`src/rtl/uirq_pkg.sv`:
```
package uirq_pkg;

    localparam int REG_W = 8;
    localparam int NSRC  = 4;
    localparam int SRC_W = $clog2(NSRC);

    // Source index equals priority rank: 0 is served first.
    typedef enum logic [SRC_W-1:0] {
        SRC_LINE = 2'd0,
        SRC_RXD  = 2'd1,
        SRC_TXE  = 2'd2,
        SRC_MDM  = 2'd3
    } src_e;

    // Enable register bit that gates each source, indexed by src_e.
    localparam logic [NSRC-1:0][1:0] EN_POS = {2'd3, 2'd1, 2'd0, 2'd2};

    typedef struct packed {
        logic valid;
        src_e src;
    } sel_t;

    function automatic logic [2:0] src_code(src_e s);
        case (s)
            SRC_LINE: src_code = 3'b011;
            SRC_RXD:  src_code = 3'b010;
            SRC_TXE:  src_code = 3'b001;
            default:  src_code = 3'b000;
        endcase
    endfunction

    function automatic sel_t pick_first(logic [NSRC-1:0] act);
        sel_t s;
        s.valid = 1'b0;
        s.src   = SRC_LINE;
        for (int i = NSRC - 1; i >= 0; i--) begin
            if (act[i]) begin
                s.valid = 1'b1;
                s.src   = src_e'(i[SRC_W-1:0]);
            end
        end
        return s;
    endfunction

    function automatic logic [REG_W-1:0] pack_ident(logic fifo, sel_t s);
        logic [REG_W-1:0] v;
        v      = '0;
        v[7:6] = {2{fifo}};
        v[3:1] = s.valid ? src_code(s.src) : 3'b000;
        v[0]   = ~s.valid;
        return v;
    endfunction

endpackage

```
`src/rtl/uirq_enable_reg.sv`:
```
module uirq_enable_reg #(
    parameter int W = uirq_pkg::REG_W
) (
    input  logic         clk,
    input  logic         rst,
    input  logic         wr,
    input  logic [W-1:0] wdata,
    output logic [W-1:0] q
);
    always_ff @(posedge clk) begin
        if (rst)     q <= '0;
        else if (wr) q <= wdata;
    end
endmodule

```
`src/rtl/uirq_pend_latch.sv`:
```
module uirq_pend_latch #(
    parameter logic RST_VAL = 1'b0
) (
    input  logic clk,
    input  logic rst,
    input  logic set,
    input  logic clr,
    output logic q
);
    // A fresh event outranks a clear in the same cycle.
    always_ff @(posedge clk) begin
        if (rst)      q <= RST_VAL;
        else if (set) q <= 1'b1;
        else if (clr) q <= 1'b0;
    end
endmodule

```
`src/rtl/uirq_prio_enc.sv`:
```
module uirq_prio_enc
    import uirq_pkg::*;
#(
    parameter int N  = NSRC,
    parameter int EW = REG_W
) (
    input  logic [N-1:0]  pend,
    input  logic [EW-1:0] en_reg,
    input  logic          fifo_en,
    output sel_t          sel,
    output logic [EW-1:0] ident
);
    logic [N-1:0] act;

    for (genvar g = 0; g < N; g++) begin : g_gate
        assign act[g] = pend[g] & en_reg[EN_POS[g]];
    end

    assign sel   = pick_first(act);
    assign ident = pack_ident(fifo_en, sel);
endmodule

```
`src/rtl/uart_irq_ident.sv`:
```
module uart_irq_ident
    import uirq_pkg::*;
#(
    parameter int DW = REG_W
) (
    input  logic          clk,
    input  logic          rst,
    input  logic          ier_wr,
    input  logic [DW-1:0] ier_wdata,
    input  logic          fifo_en,
    input  logic          ls_evt,
    input  logic          rx_ready,
    input  logic          thre_evt,
    input  logic          ms_evt,
    input  logic          rd_iir,
    input  logic          rd_lsr,
    input  logic          rd_msr,
    input  logic          wr_thr,
    output logic [DW-1:0] ier_rdata,
    output logic [DW-1:0] iir,
    output logic          irq
);
    logic [NSRC-1:0] pend;
    sel_t            sel;
    logic            txe_clr;
    logic            ls_q, txe_q, ms_q;

    uirq_enable_reg #(.W(DW)) u_ier (
        .clk(clk), .rst(rst), .wr(ier_wr), .wdata(ier_wdata), .q(ier_rdata)
    );

    uirq_pend_latch #(.RST_VAL(1'b0)) u_ls (
        .clk(clk), .rst(rst), .set(ls_evt), .clr(rd_lsr), .q(ls_q)
    );

    // The holding register is empty out of reset.
    uirq_pend_latch #(.RST_VAL(1'b1)) u_txe (
        .clk(clk), .rst(rst), .set(thre_evt), .clr(txe_clr), .q(txe_q)
    );

    uirq_pend_latch #(.RST_VAL(1'b0)) u_ms (
        .clk(clk), .rst(rst), .set(ms_evt), .clr(rd_msr), .q(ms_q)
    );

    always_comb begin
        pend           = '0;
        pend[SRC_LINE] = ls_q;
        pend[SRC_RXD]  = rx_ready;
        pend[SRC_TXE]  = txe_q;
        pend[SRC_MDM]  = ms_q;
    end

    uirq_prio_enc #(.N(NSRC), .EW(DW)) u_enc (
        .pend(pend), .en_reg(ier_rdata), .fifo_en(fifo_en),
        .sel(sel), .ident(iir)
    );

    // Identification read cancels transmit-empty only when it is the one shown.
    assign txe_clr = wr_thr | (rd_iir & sel.valid & (sel.src == SRC_TXE));
    assign irq     = sel.valid;
endmodule

```
`config.mk`:
```
export PLATFORM = sky130hd
export DESIGN_NAME = uart_irq_ident
export DESIGN_NICKNAME = d
export VERILOG_FILES = /design/src/rtl/uirq_pkg.sv /design/src/rtl/uirq_enable_reg.sv /design/src/rtl/uirq_pend_latch.sv /design/src/rtl/uirq_prio_enc.sv /design/src/rtl/uart_irq_ident.sv
export SDC_FILE = /design/constraint.sdc
export NUM_CORES = 1
export LEC_CHECK = 0
export ABC_CLOCK_PERIOD_IN_PS = 940
export BUFFER_PORTS_ARGS = -buffer_cell sky130_fd_sc_hd__buf_4
export CAP_MARGIN = 5
export CORE_UTILIZATION = 33
export CTS_BUF_LIST = sky130_fd_sc_hd__clkbuf_16
export DETAILED_ROUTE_END_ITERATION = 8
export GPL_TIMING_DRIVEN = 0
export MAX_ROUTING_LAYER = met4
export PLACE_DENSITY = 0.74
export SLEW_MARGIN = 0
export SYNTH_ARGS = -nofsm -noshare
export SYNTH_HDL_FRONTEND = slang
export SYNTH_SLANG_ARGS = --single-unit
```
`constraint.sdc`:
```
create_clock -name clk -period 0.94 [get_ports clk]
set_input_delay 0.141 -clock clk [delete_from_list [all_inputs] [get_ports clk]]
set_output_delay 0.141 -clock clk [all_outputs]
set_load 0.03 [all_outputs]
```
==> results of run 1 <==
==> through the flow <==
stage	worst slack [ns]	hold slack (ns)	area, sq um
4_1_cts	-0.499	0.143	893
3_3_place_gp	-0.260	0.371	777
2_1_floorplan	-0.271	0.270	526
6_report	-0.487	0.142	918
5_1_grt	-0.518	0.158	918
3_5_place_dp	-0.260	0.383	777
==> flip-flops by register name (all words and copies together) (netlist names) <==
| register | count |
|---|---|
| u_ier.q | 8 |
| u_ls.q | 1 |
| u_ms.q | 1 |
| u_txe.q | 1 |
==> cell type report <==
class / count / area (sq um) / area share
Buffer: 7 / 46.3 / 0.0504
Clock buffer: 3 / 75.1 / 0.0817
Clock inverter: 1 / 3.75 / 0.00409
Inverter: 2 / 7.51 / 0.00817
Multi-Input combinational cell: 31 / 243 / 0.264
Sequential cell: 11 / 235 / 0.256
Tap cell: 15 / 18.8 / 0.0204
Timing Repair Buffer: 35 / 289 / 0.315
==> cell families after synthesis <==
family / count (synthesis)
mux: 8
other cells: 1
buf+inv: 9
flops: 11
simple gates: 13
compound gates: 7
==> worst max path at each step <==
stage / cells past startpoint / slack, ns / endpoint / start
floorplan: 2 / -0.27 / irq / u_ier.q[2]
detailed placement: 3 / -0.26 / irq / u_ier.q[2]
global placement: 3 / -0.26 / irq / u_ls.q
CTS: 3 / -0.50 / irq / u_ier.q[2]
global route: 3 / -0.52 / irq / u_ls.q
finish: 3 / -0.49 / irq / u_ls.q
==> report_power, final <==
part / internal, mW / switching, mW / total, mW
combinational: 0.188 / 0.175 / 0.363
clock: 0.558 / 0.203 / 0.760
sequential: 0.496 / 0.0294 / 0.526
==> repair_timing <==
action	CTS	global route
endpoints found under the setup margin	6	7
pin swaps	1	1
buffers inserted	2	2
resized for setup	7	4
==> worst max-delay path: stages, from the launching register on <==
cell     delay (ns)
dfxtp_2        0.32
a22o_4         0.28
a221o_2        0.31
buf_6          0.14
==> layer usage <==
layer | wire, microns | share of wire
met5 | 0 | 0
met4 | 8 | 0.0064
met3 | 101 | 0.081
met2 | 666 | 0.53
met1 | 476 | 0.38
==> cell usage in the layout, fill, tap and decap left out, types with 2 or more instances in the layout <==
cell type and instances:
dfxtp_2 3, conb_1 3, dfxtp_1 5, buf_6 7, nor2_1 8, buf_4 33
nand2b_1 2, dfxtp_4 3, inv_1 3, a21oi_1 2, clkbuf_16 3, mux2i_1 8
==> results.md, run 1 <==
- Outcome: finished, violations left
- Failing checks: setup timing
- Fill count: 117
- Lkg Pwr: 0.469 nW
- Post-layout nets: 111
- Worst min path class: in -> reg
- Area contributors post-synth: dfxtp_1, mux2i_1, buf_4
- Synthesis-to-layout area growth: 87.7%
- Global placement routability congestion: 0.691
- Core area: around 1300 sq um
- Min-delay src: ier_wdata[4]
- Critical Path AT: 1.29 ns
- EDFF count, synth: 0
- Via/cell ratio: between 4 and 5
- CTS max path bufs: 2
- Post-synth ARST share: 0
- Met1 Track Usage GR: 0.170
- Via Count: 496
- Wire per inst: 11.9 microns
- Synth warnings: 0
- First-pass detailed-route iteration total: 3
- Post-synthesis simple-gate area fraction: 0.130
- GR peak layer: met2
- Critical path required time: 0.80 ns
- Synthesized cell area: approximately 490 sq um
- Post-route DRC: 0
- Total of max-cap violations: 0
- Layout cells sized above 1: 0.611
- Final slew viol count: 0
- Most common cell in the synthesized netlist: dfxtp_1
- Drt total wl: between 1 and 1.5 mm
- First-pass GRT wire length: 1.83 mm
- Crit share post-route: 1.52
- # rows: 13
- Top post-synthesis cells by count: dfxtp_1, mux2i_1, nor2_1, buf_4
- Crit-path max FO: 4
- Minimum clock period: about 1.4 ns
- Total power draw: 1.65 mW
- Main combinational cell family by area after synthesis: multiplexers
- Die Y: 40.5 microns
- Gr ovfl total: 0
- 1st-iter DRT viols: 3
- Post-detailed-route count of antenna-violating nets: 0
- Worst r2r dst: u_txe.q
- Complex-gate fraction of the synthesized area: 0.138
- Post-synth cell types: 18
- Worst IR drop on VDD: 0.00104 V
- RSZ-0062 raised after global routing: true
- Initial Util: 0.367
- Yosys top cell by area: dfxtp_1
- WS Path Type: reg -> out
- Finish-stage setup viols: 5
- Worst-Skew Late Latency: 0.23 ns
- PwrDens: 1800 nW/um^2
- Routing usage on met3: 0.0667
- Tot GR Track Use: 0.182
- Hold buffers post-CTS: 0
- Port Buffer Count: 31
- H-tree depth: 1
- Startpoint class of the critical path: register
- CTS tree: built
- Final core utilization: 0.689
- Post-route setup slack: -0.487 ns
- Clk sinks: 11
- Vias in the first global route: around 470
- Synth Area in Adders: 0
- Crit end category: primary output
- Seq/Total Area, Yosys: 0.450
- Ys flop type: dfxtp_1
- Syn avg cell area: approximately 10 sq um
- Final Hold Vio Count: 0
- R2R cell count: 2
- Met2 Use GR: 0.341
- Largest net degree at the start of global routing: 11
- Die area: 1640 sq um
- Flop and latch count out of synthesis: 11
- CTS Root Cell: clkbuf_16
- Antenna Cells: 0
- Area share of the largest cell type after synthesis: 0.450
- Worst clock skew: 0.000834 ns
- Mux share of post-synthesis cell area: 0.164
- Critical R2R Launch: u_txe.q
- Placed cells: 97
- Syn Inst Count: 49
- IO Count: 37
- Reg clk slew, reported paths: around 0.040 ns
- Hold EP: u_ier.q[4]
- CTS buffer count: 3
- Fin Setup TNS: -1.58 ns
- Antenna violations before repair: 0
- FF-to-FF setup slack: 0.04 ns
- FMAX: 701 MHz
- XOR/XNOR share of the synthesized area: 0
- Hold path cells: 3
- Non-filler cells, final: 105
- Chip width: 40.5 microns
Note: power is estimated with default switching activity, not from simulation.
==> run 2, diff against run 1 <==
--- a/config.mk
+++ b/config.mk
@@ -8,12 +8,15 @@
 export ABC_CLOCK_PERIOD_IN_PS = 940
 export BUFFER_PORTS_ARGS = -buffer_cell sky130_fd_sc_hd__buf_4
 export CAP_MARGIN = 5
-export CORE_UTILIZATION = 33
+export CELL_PAD_IN_SITES_DETAIL_PLACEMENT = 0
+export CELL_PAD_IN_SITES_GLOBAL_PLACEMENT = 2
+export CORE_UTILIZATION = 18
 export CTS_BUF_LIST = sky130_fd_sc_hd__clkbuf_16
 export DETAILED_ROUTE_END_ITERATION = 8
 export GPL_TIMING_DRIVEN = 0
 export MAX_ROUTING_LAYER = met4
-export PLACE_DENSITY = 0.74
+export PLACE_DENSITY = 0.75
+export SKIP_LAST_GASP = 1
 export SLEW_MARGIN = 0
 export SYNTH_ARGS = -nofsm -noshare
 export SYNTH_HDL_FRONTEND = slang
==> run 2 against run 1 <==
Against the previous run:
- the run still ends with setup timing left
- fmax rose by 0.12%
- largest cell class unchanged
- routed wire length increased by 4.6%
- cell area up 4.4%
==> results.md, run 2 (synthesized netlist as in run 1, its figures left out) <==
- Outcome: finished, violations left
- Failing checks: setup timing
- 1st-iter DRT viols: 3 (unchanged)
- Crit-path cells: a22o_4 -> a221o_2 -> buf_6
- P_sw: 0.409 mW (+0.46%)
- Via Count: 489 (-1.4%)
- Vias in the first global route: 406 (-13%)
- Post-route DRC: 0 (unchanged)
- Crit end category: primary output
- # rows: 18 (+5)
- Clk sinks: 11 (unchanged)
- CTS buffer count: 3 (unchanged)
- DP Area: 796 sq um (+2.4%)
- Critical path required time: 0.80 ns (about the same)
- First-pass GRT wire length: 1.84 mm (+0.77%)
- First-pass detailed-route iteration total: 2 (-1)
- Lkg Pwr: 0.482 nW (+2.7%)
- Via/cell ratio: 4.01 (-15%)
- Most frequent cells in the layout: buf_4, buf_6, mux2i_1, nor2_1, dfxtp_1
- Port Buffer Count: 31 (unchanged)
- Worst-Skew Late Latency: 0.23 ns (about the same)
- Drt total wl: 1.31 mm (+4.6%)
- Synthesis-to-layout area growth: 95.9%
- CTS max path bufs: 2 (unchanged)
- Most common cell after layout, fill and taps aside: buf_4
- Largest net degree at the start of global routing: 11 (unchanged)
- Final Hold Vio Count: 0 (unchanged)
- Wire per inst: 10.7 microns (-10%)
- Worst clock skew: 0.000614 ns (-0.000220 ns)
- Post-layout nets: 113 (+1.8%)
- Antenna violations before repair: 0 (unchanged)
- Core area: 2520 sq um (+89%)
- Hold buffers post-CTS: 0 (unchanged)
- Critical Path AT: 1.28 ns (about the same)
- Final slew viol count: 0 (unchanged)
- CTS Root Cell: clkbuf_16
- Reg clk slew, reported paths: 0.04 ns (about the same)
- Final core utilization: 0.380 (-0.309)
- Combinational Power Share: 0.225 (+0.005)
- Final instance area: 958 sq um (+4.4%)
- Crit share post-route: 1.52 (-0.00177)
- Post-route setup slack: -0.486 ns (+0.00167 ns)
- Post-detailed-route count of antenna-violating nets: 0 (unchanged)
- Global placement routability congestion: 0.587 (-15%)
- Worst path slowest cell: dfxtp_4
- IO Count: 37 (unchanged)
- Max FFs per register: 8 (unchanged)
- Worst min path class: in -> reg
- Die area: 2930 sq um (+79%)
- DP HPWL: 941 microns
- Switching Share: 0.247 (-0.000351)
- Minimum clock period: 1.43 ns (-0.00167 ns)
- Biggest register: u_ier.q
- WS Path Type: reg -> out
- Clk pwr share: 0.458 (-0.003)
- Fill count: 275 (+140%)
- Total of max-cap violations: 0 (unchanged)
- Crit-path max FO: 3 (-1)
- Die Y: 54.1 microns (+34%)
- Startpoint class of the critical path: register
- Initial Util: 0.194 (-0.173)
- FMAX: 701 MHz (+0.12%)
- Gr ovfl total: 0 (unchanged)
- Worst IR drop on VDD: 0.00138 V (+33%)
- Antenna Cells: 0 (unchanged)
- Chip width: 54.1 microns (+34%)
- Layout cells sized above 1: 0.609 (-0.00242)
- CTS tree: built
- Finish-stage setup viols: 7 (+2)
- Pint: 1.25 mW (+0.65%)
- Total power draw: 1.66 mW (+0.60%)
- Register share of total power: 0.317 (-0.002)
- RSZ-0062 raised after global routing: true
- PwrDens: 1730 nW/um^2 (-3.6%)
- H-tree depth: 1 (unchanged)
- Tot GR Track Use: 0.0955 (-0.0865)
- Crit path largest cell delay: 0.34 ns (+0.02 ns)
run 2: area by class of cell:
class	instances	area [sq um]	share of cell area
clock buffers	3	75.1	0.0783
inverters	2	7.51	0.00783
plain buffers	7	46.3	0.0483
clock inverters	1	3.75	0.00392
flip-flops and latches	11	234	0.244
well taps	30	37.5	0.0392
repair buffers	37	312	0.325
multi-input cells	31	243	0.253
run 2: path summary, 6_finish.rpt:
check | from | to | slack, ns | cells past startpoint
setup / recovery | u_ier.q[2] | irq | -0.49 | 3
hold / removal | ier_wdata[4] | u_ier.q[4] | 0.14 | 3
setup reg to reg | u_ier.q[2] | u_txe.q | -0.17 | 4
hold reg to reg | u_ls.q | u_ls.q | 0.50 | 2
run 2: worst max-delay path: cells and delay by family, from the launching register on:
| kind | cells | cell delay [ns] |
|---|---|---|
| buf+inv | 1 | 0.14 |
| flops | 1 | 0.34 |
| compound gates | 2 | 0.57 |
run 2: through the flow:
| stage | instances | hold WS [ns] | setup TNS [ns] | setup slack, ns |
|---|---|---|---|---|
| 3_5_place_dp | 112 | 0.386 | -0.475 | -0.278 |
| 6_report | 122 | 0.142 | -2.18 | -0.486 |
| 3_3_place_gp | 112 | 0.372 | -0.460 | -0.272 |
| 5_1_grt | 122 | 0.145 | -2.38 | -0.524 |
| 2_1_floorplan | 51 | 0.270 | -0.536 | -0.271 |
| 4_1_cts | 120 | 0.142 | -2.09 | -0.508 |
run 2: what timing repair did:
action	4_1_cts	5_1_grt
setup endpoints to repair	6	6
pin swaps	2	2
gates resized for setup	9	4
endpoints found under the hold margin	0	0
buffers inserted	4	3
run 2: layer usage:
layer  wire length [microns]  up-vias  track usage
met5                       0        -            -
met3                      91        2       0.0424
met2                     640       22        0.161
li1                        -      250            -
met4                       6        0       0.0128
met1                     574      215        0.106
run 2: power groups by stage:
stage	clock network (mW)	logic, mW	registers [mW]
global route	0.805	0.398	0.530
CTS	0.781	0.366	0.526
finish	0.760	0.373	0.527
global placement	0	0.326	0.535
detailed placement	0	0.329	0.536
floorplan	0	0.159	0.570
==> run 3, diff against run 2 <==
--- a/config.mk
+++ b/config.mk
@@ -12,8 +12,8 @@
 export CELL_PAD_IN_SITES_GLOBAL_PLACEMENT = 2
 export CORE_UTILIZATION = 18
 export CTS_BUF_LIST = sky130_fd_sc_hd__clkbuf_16
+export CTS_CLUSTER_DIAMETER = 50
 export DETAILED_ROUTE_END_ITERATION = 8
-export GPL_TIMING_DRIVEN = 0
 export MAX_ROUTING_LAYER = met4
 export PLACE_DENSITY = 0.75
 export SKIP_LAST_GASP = 1
==> run 3 against run 2 <==
Against the previous run:
- the flow still finishes with violations (setup timing)
- sequential cell count stayed put
- highest routed layer unchanged
- hold slack better by 0.0057 ns
- cell count is 3.3% lower
- clock skew grew 0.00061 ns
- first-iteration DRC count fell by 33%
- non-clock buffer count shrank 4
- via count down 4.3%
- core utilization rose by 0.30 points
- die area did not move
- clock power is 3% lower
==> results.md, run 3 (synthesized netlist as in run 1, its figures left out) <==
- DP HPWL: 948 microns (+0.75%)
- Critical Path AT: 1.28 ns (about the same)
- Critical path required time: 0.80 ns (about the same)
- Chip width: 54.1 microns (unchanged)
- CTS buffer count: 3 (unchanged)
- CTS max path bufs: 2 (unchanged)
- Reg clk slew, reported paths: 0.04 ns (about the same)
- Worst-Skew Late Latency: 0.23 ns (about the same)
- Synthesis-to-layout area growth: 97.4%
- Finish-stage setup viols: 10 (+3)
- Clk sinks: 11 (unchanged)
- Tot GR Track Use: 0.0973 (+0.00185)
- CP endpoint: irq
- Post-layout nets: 109 (-3.5%)
- Crit-path max FO: 3 (unchanged)
- First-pass detailed-route iteration total: 2 (unchanged)
- Outcome: finished, violations left
- Layout cells sized above 1: 0.614 (+0.00494)
- Wire per inst: 10.5 microns (-2.7%)
- Post-route DRC: 0 (unchanged)
- First-pass GRT wire length: 1.90 mm (+3.4%)
- CTS Root Cell: clkbuf_16
- DP Area: 787 sq um (-1.1%)
- Post-detailed-route count of antenna-violating nets: 0 (unchanged)
- Minimum clock period: 1.42 ns (-0.00606 ns)
- Worst r2r dst: u_txe.q
- Biggest register: u_ier.q
- 1st-iter DRT viols: 2 (-1)
- Crit path depth: 3 (unchanged)
- Most common cell after layout, fill and taps aside: buf_4
- Lkg Pwr: 0.473 nW (-1.7%)
- Final slew viol count: 0 (unchanged)
- Global placement routability congestion: 0.686 (+17%)
- Crit share post-route: 1.51 (-0.00645)
- Critical R2R Launch: u_ier.q[2]
- RSZ-0062 raised after global routing: true
- CTS tree: built
- Startpoint class of the critical path: register
- Final Hold Vio Count: 0 (unchanged)
- Die area: 2930 sq um (unchanged)
- Most frequent cells in the layout: buf_4, buf_6, mux2i_1, nor2_1, dfxtp_1
- Drt total wl: 1.23 mm (-5.9%)
- Worst IR drop on VDD: 0.000932 V (-33%)
- Max FFs per register: 8 (unchanged)
- Gr ovfl total: 0 (unchanged)
- Via/cell ratio: 3.97 (-1.1%)
- Min-delay src: ier_wdata[4]
- Failing checks: setup timing
- Crit-path cells: a22o_4 -> a221o_2 -> buf_6
- Crit path largest cell delay: 0.34 ns (about the same)
- Setup crit start: u_ier.q[2]
- FF-to-FF setup slack: -0.16 ns (about the same)
- Initial Util: 0.194 (unchanged)
- Worst path slowest cell: dfxtp_4
- # rows: 18 (unchanged)
- Via Count: 468 (-4.3%)
- PwrDens: 1690 nW/um^2 (-2.3%)
- WS Path Type: reg -> out
- Total of max-cap violations: 0 (unchanged)
- Port Buffer Count: 30 (-3.2%)
- Worst path buffer plus inverter count: 1 (unchanged)
- Post-route setup slack: -0.479 ns (+0.00606 ns)
- Antenna Cells: 0 (unchanged)
- IO Count: 37 (unchanged)
- H-tree depth: 1 (unchanged)
- Final instance area: 966 sq um (+0.78%)
- Vias in the first global route: 443 (+9.1%)
- Worst min path class: in -> reg
- Worst clock skew: 0.00122 ns (+0.000606 ns)
- CP delay by family, top: compound AO/OA/AOI/OAI gates
- Largest net degree at the start of global routing: 13 (+2)
- FMAX: 704 MHz (+0.43%)
- R2R cell count: 4 (unchanged)
- Hold buffers post-CTS: 0 (unchanged)
- Core area: 2520 sq um (unchanged)
- Antenna violations before repair: 0 (unchanged)
- Die Y: 54.1 microns (unchanged)
- Final core utilization: 0.383 (+0.00298)
- Crit end category: primary output
run 3: cell types whose count changed in the layout (fill, tap and decap cells not counted), sizes merged:
cell / delta
clkbuf: -1
buf: -3
run 3: worst reg2reg max path, stage by stage (launching register included):
cell and delay, ns:
dfxtp_4 0.34, a22o_4 0.26, buf_4 0.14, buf_6 0.11
o32a_2 0.16
run 3: report_power, final:
part | switching [mW] | internal (mW) | total, mW
registers | 0.0282 | 0.494 | 0.523
clock network | 0.185 | 0.556 | 0.741
logic | 0.171 | 0.201 | 0.371
run 3: worst min-delay path by stage:
stage,cells past startpoint,slack (ns),to
final,3,0.15,u_ier.q[4]
after global routing,3,0.15,u_ier.q[4]
after detailed placement,0,0.28,iir[7]
after floorplan,2,0.27,u_ls.q
after global placement,0,0.28,iir[7]
after CTS,3,0.14,u_ier.q[3]
run 3: area by class of cell:
class / count / area (sq um)
fill: 269 / 1560
timing repair buffer: 40 / 360
multi-input combinational: 31 / 245
sequential: 11 / 236
clock buffer: 3 / 75.1
tap: 30 / 37.5
inverter: 2 / 7.51
clock inverter: 1 / 3.75
run 3: through the flow:
step	instances	TNS [ns]	power (mW)	worst slack (ns)	hold slack (ns)
finish	118	-2.03	1.63	-0.479	0.147
global route	118	-2.35	1.72	-0.510	0.149
CTS	120	-2.62	1.67	-0.480	0.141
detailed placement	110	-0.626	0.854	-0.242	0.283
global placement	110	-0.613	0.851	-0.245	0.283
floorplan	51	-0.536	0.729	-0.271	0.270
run 3: repair_timing:
item                       CTS  global route
pin swaps                    1             2
buffers inserted             6             3
gates cloned                 0             0
setup endpoints to repair    9            11
resized for setup           20             6
run 3: routing by layer:
layer	global-route usage	share of wire
met1	0.116	0.44
met2	0.142	0.47
met5	-	0
met3	0.0311	0.093
met4	0.0556	0.0049
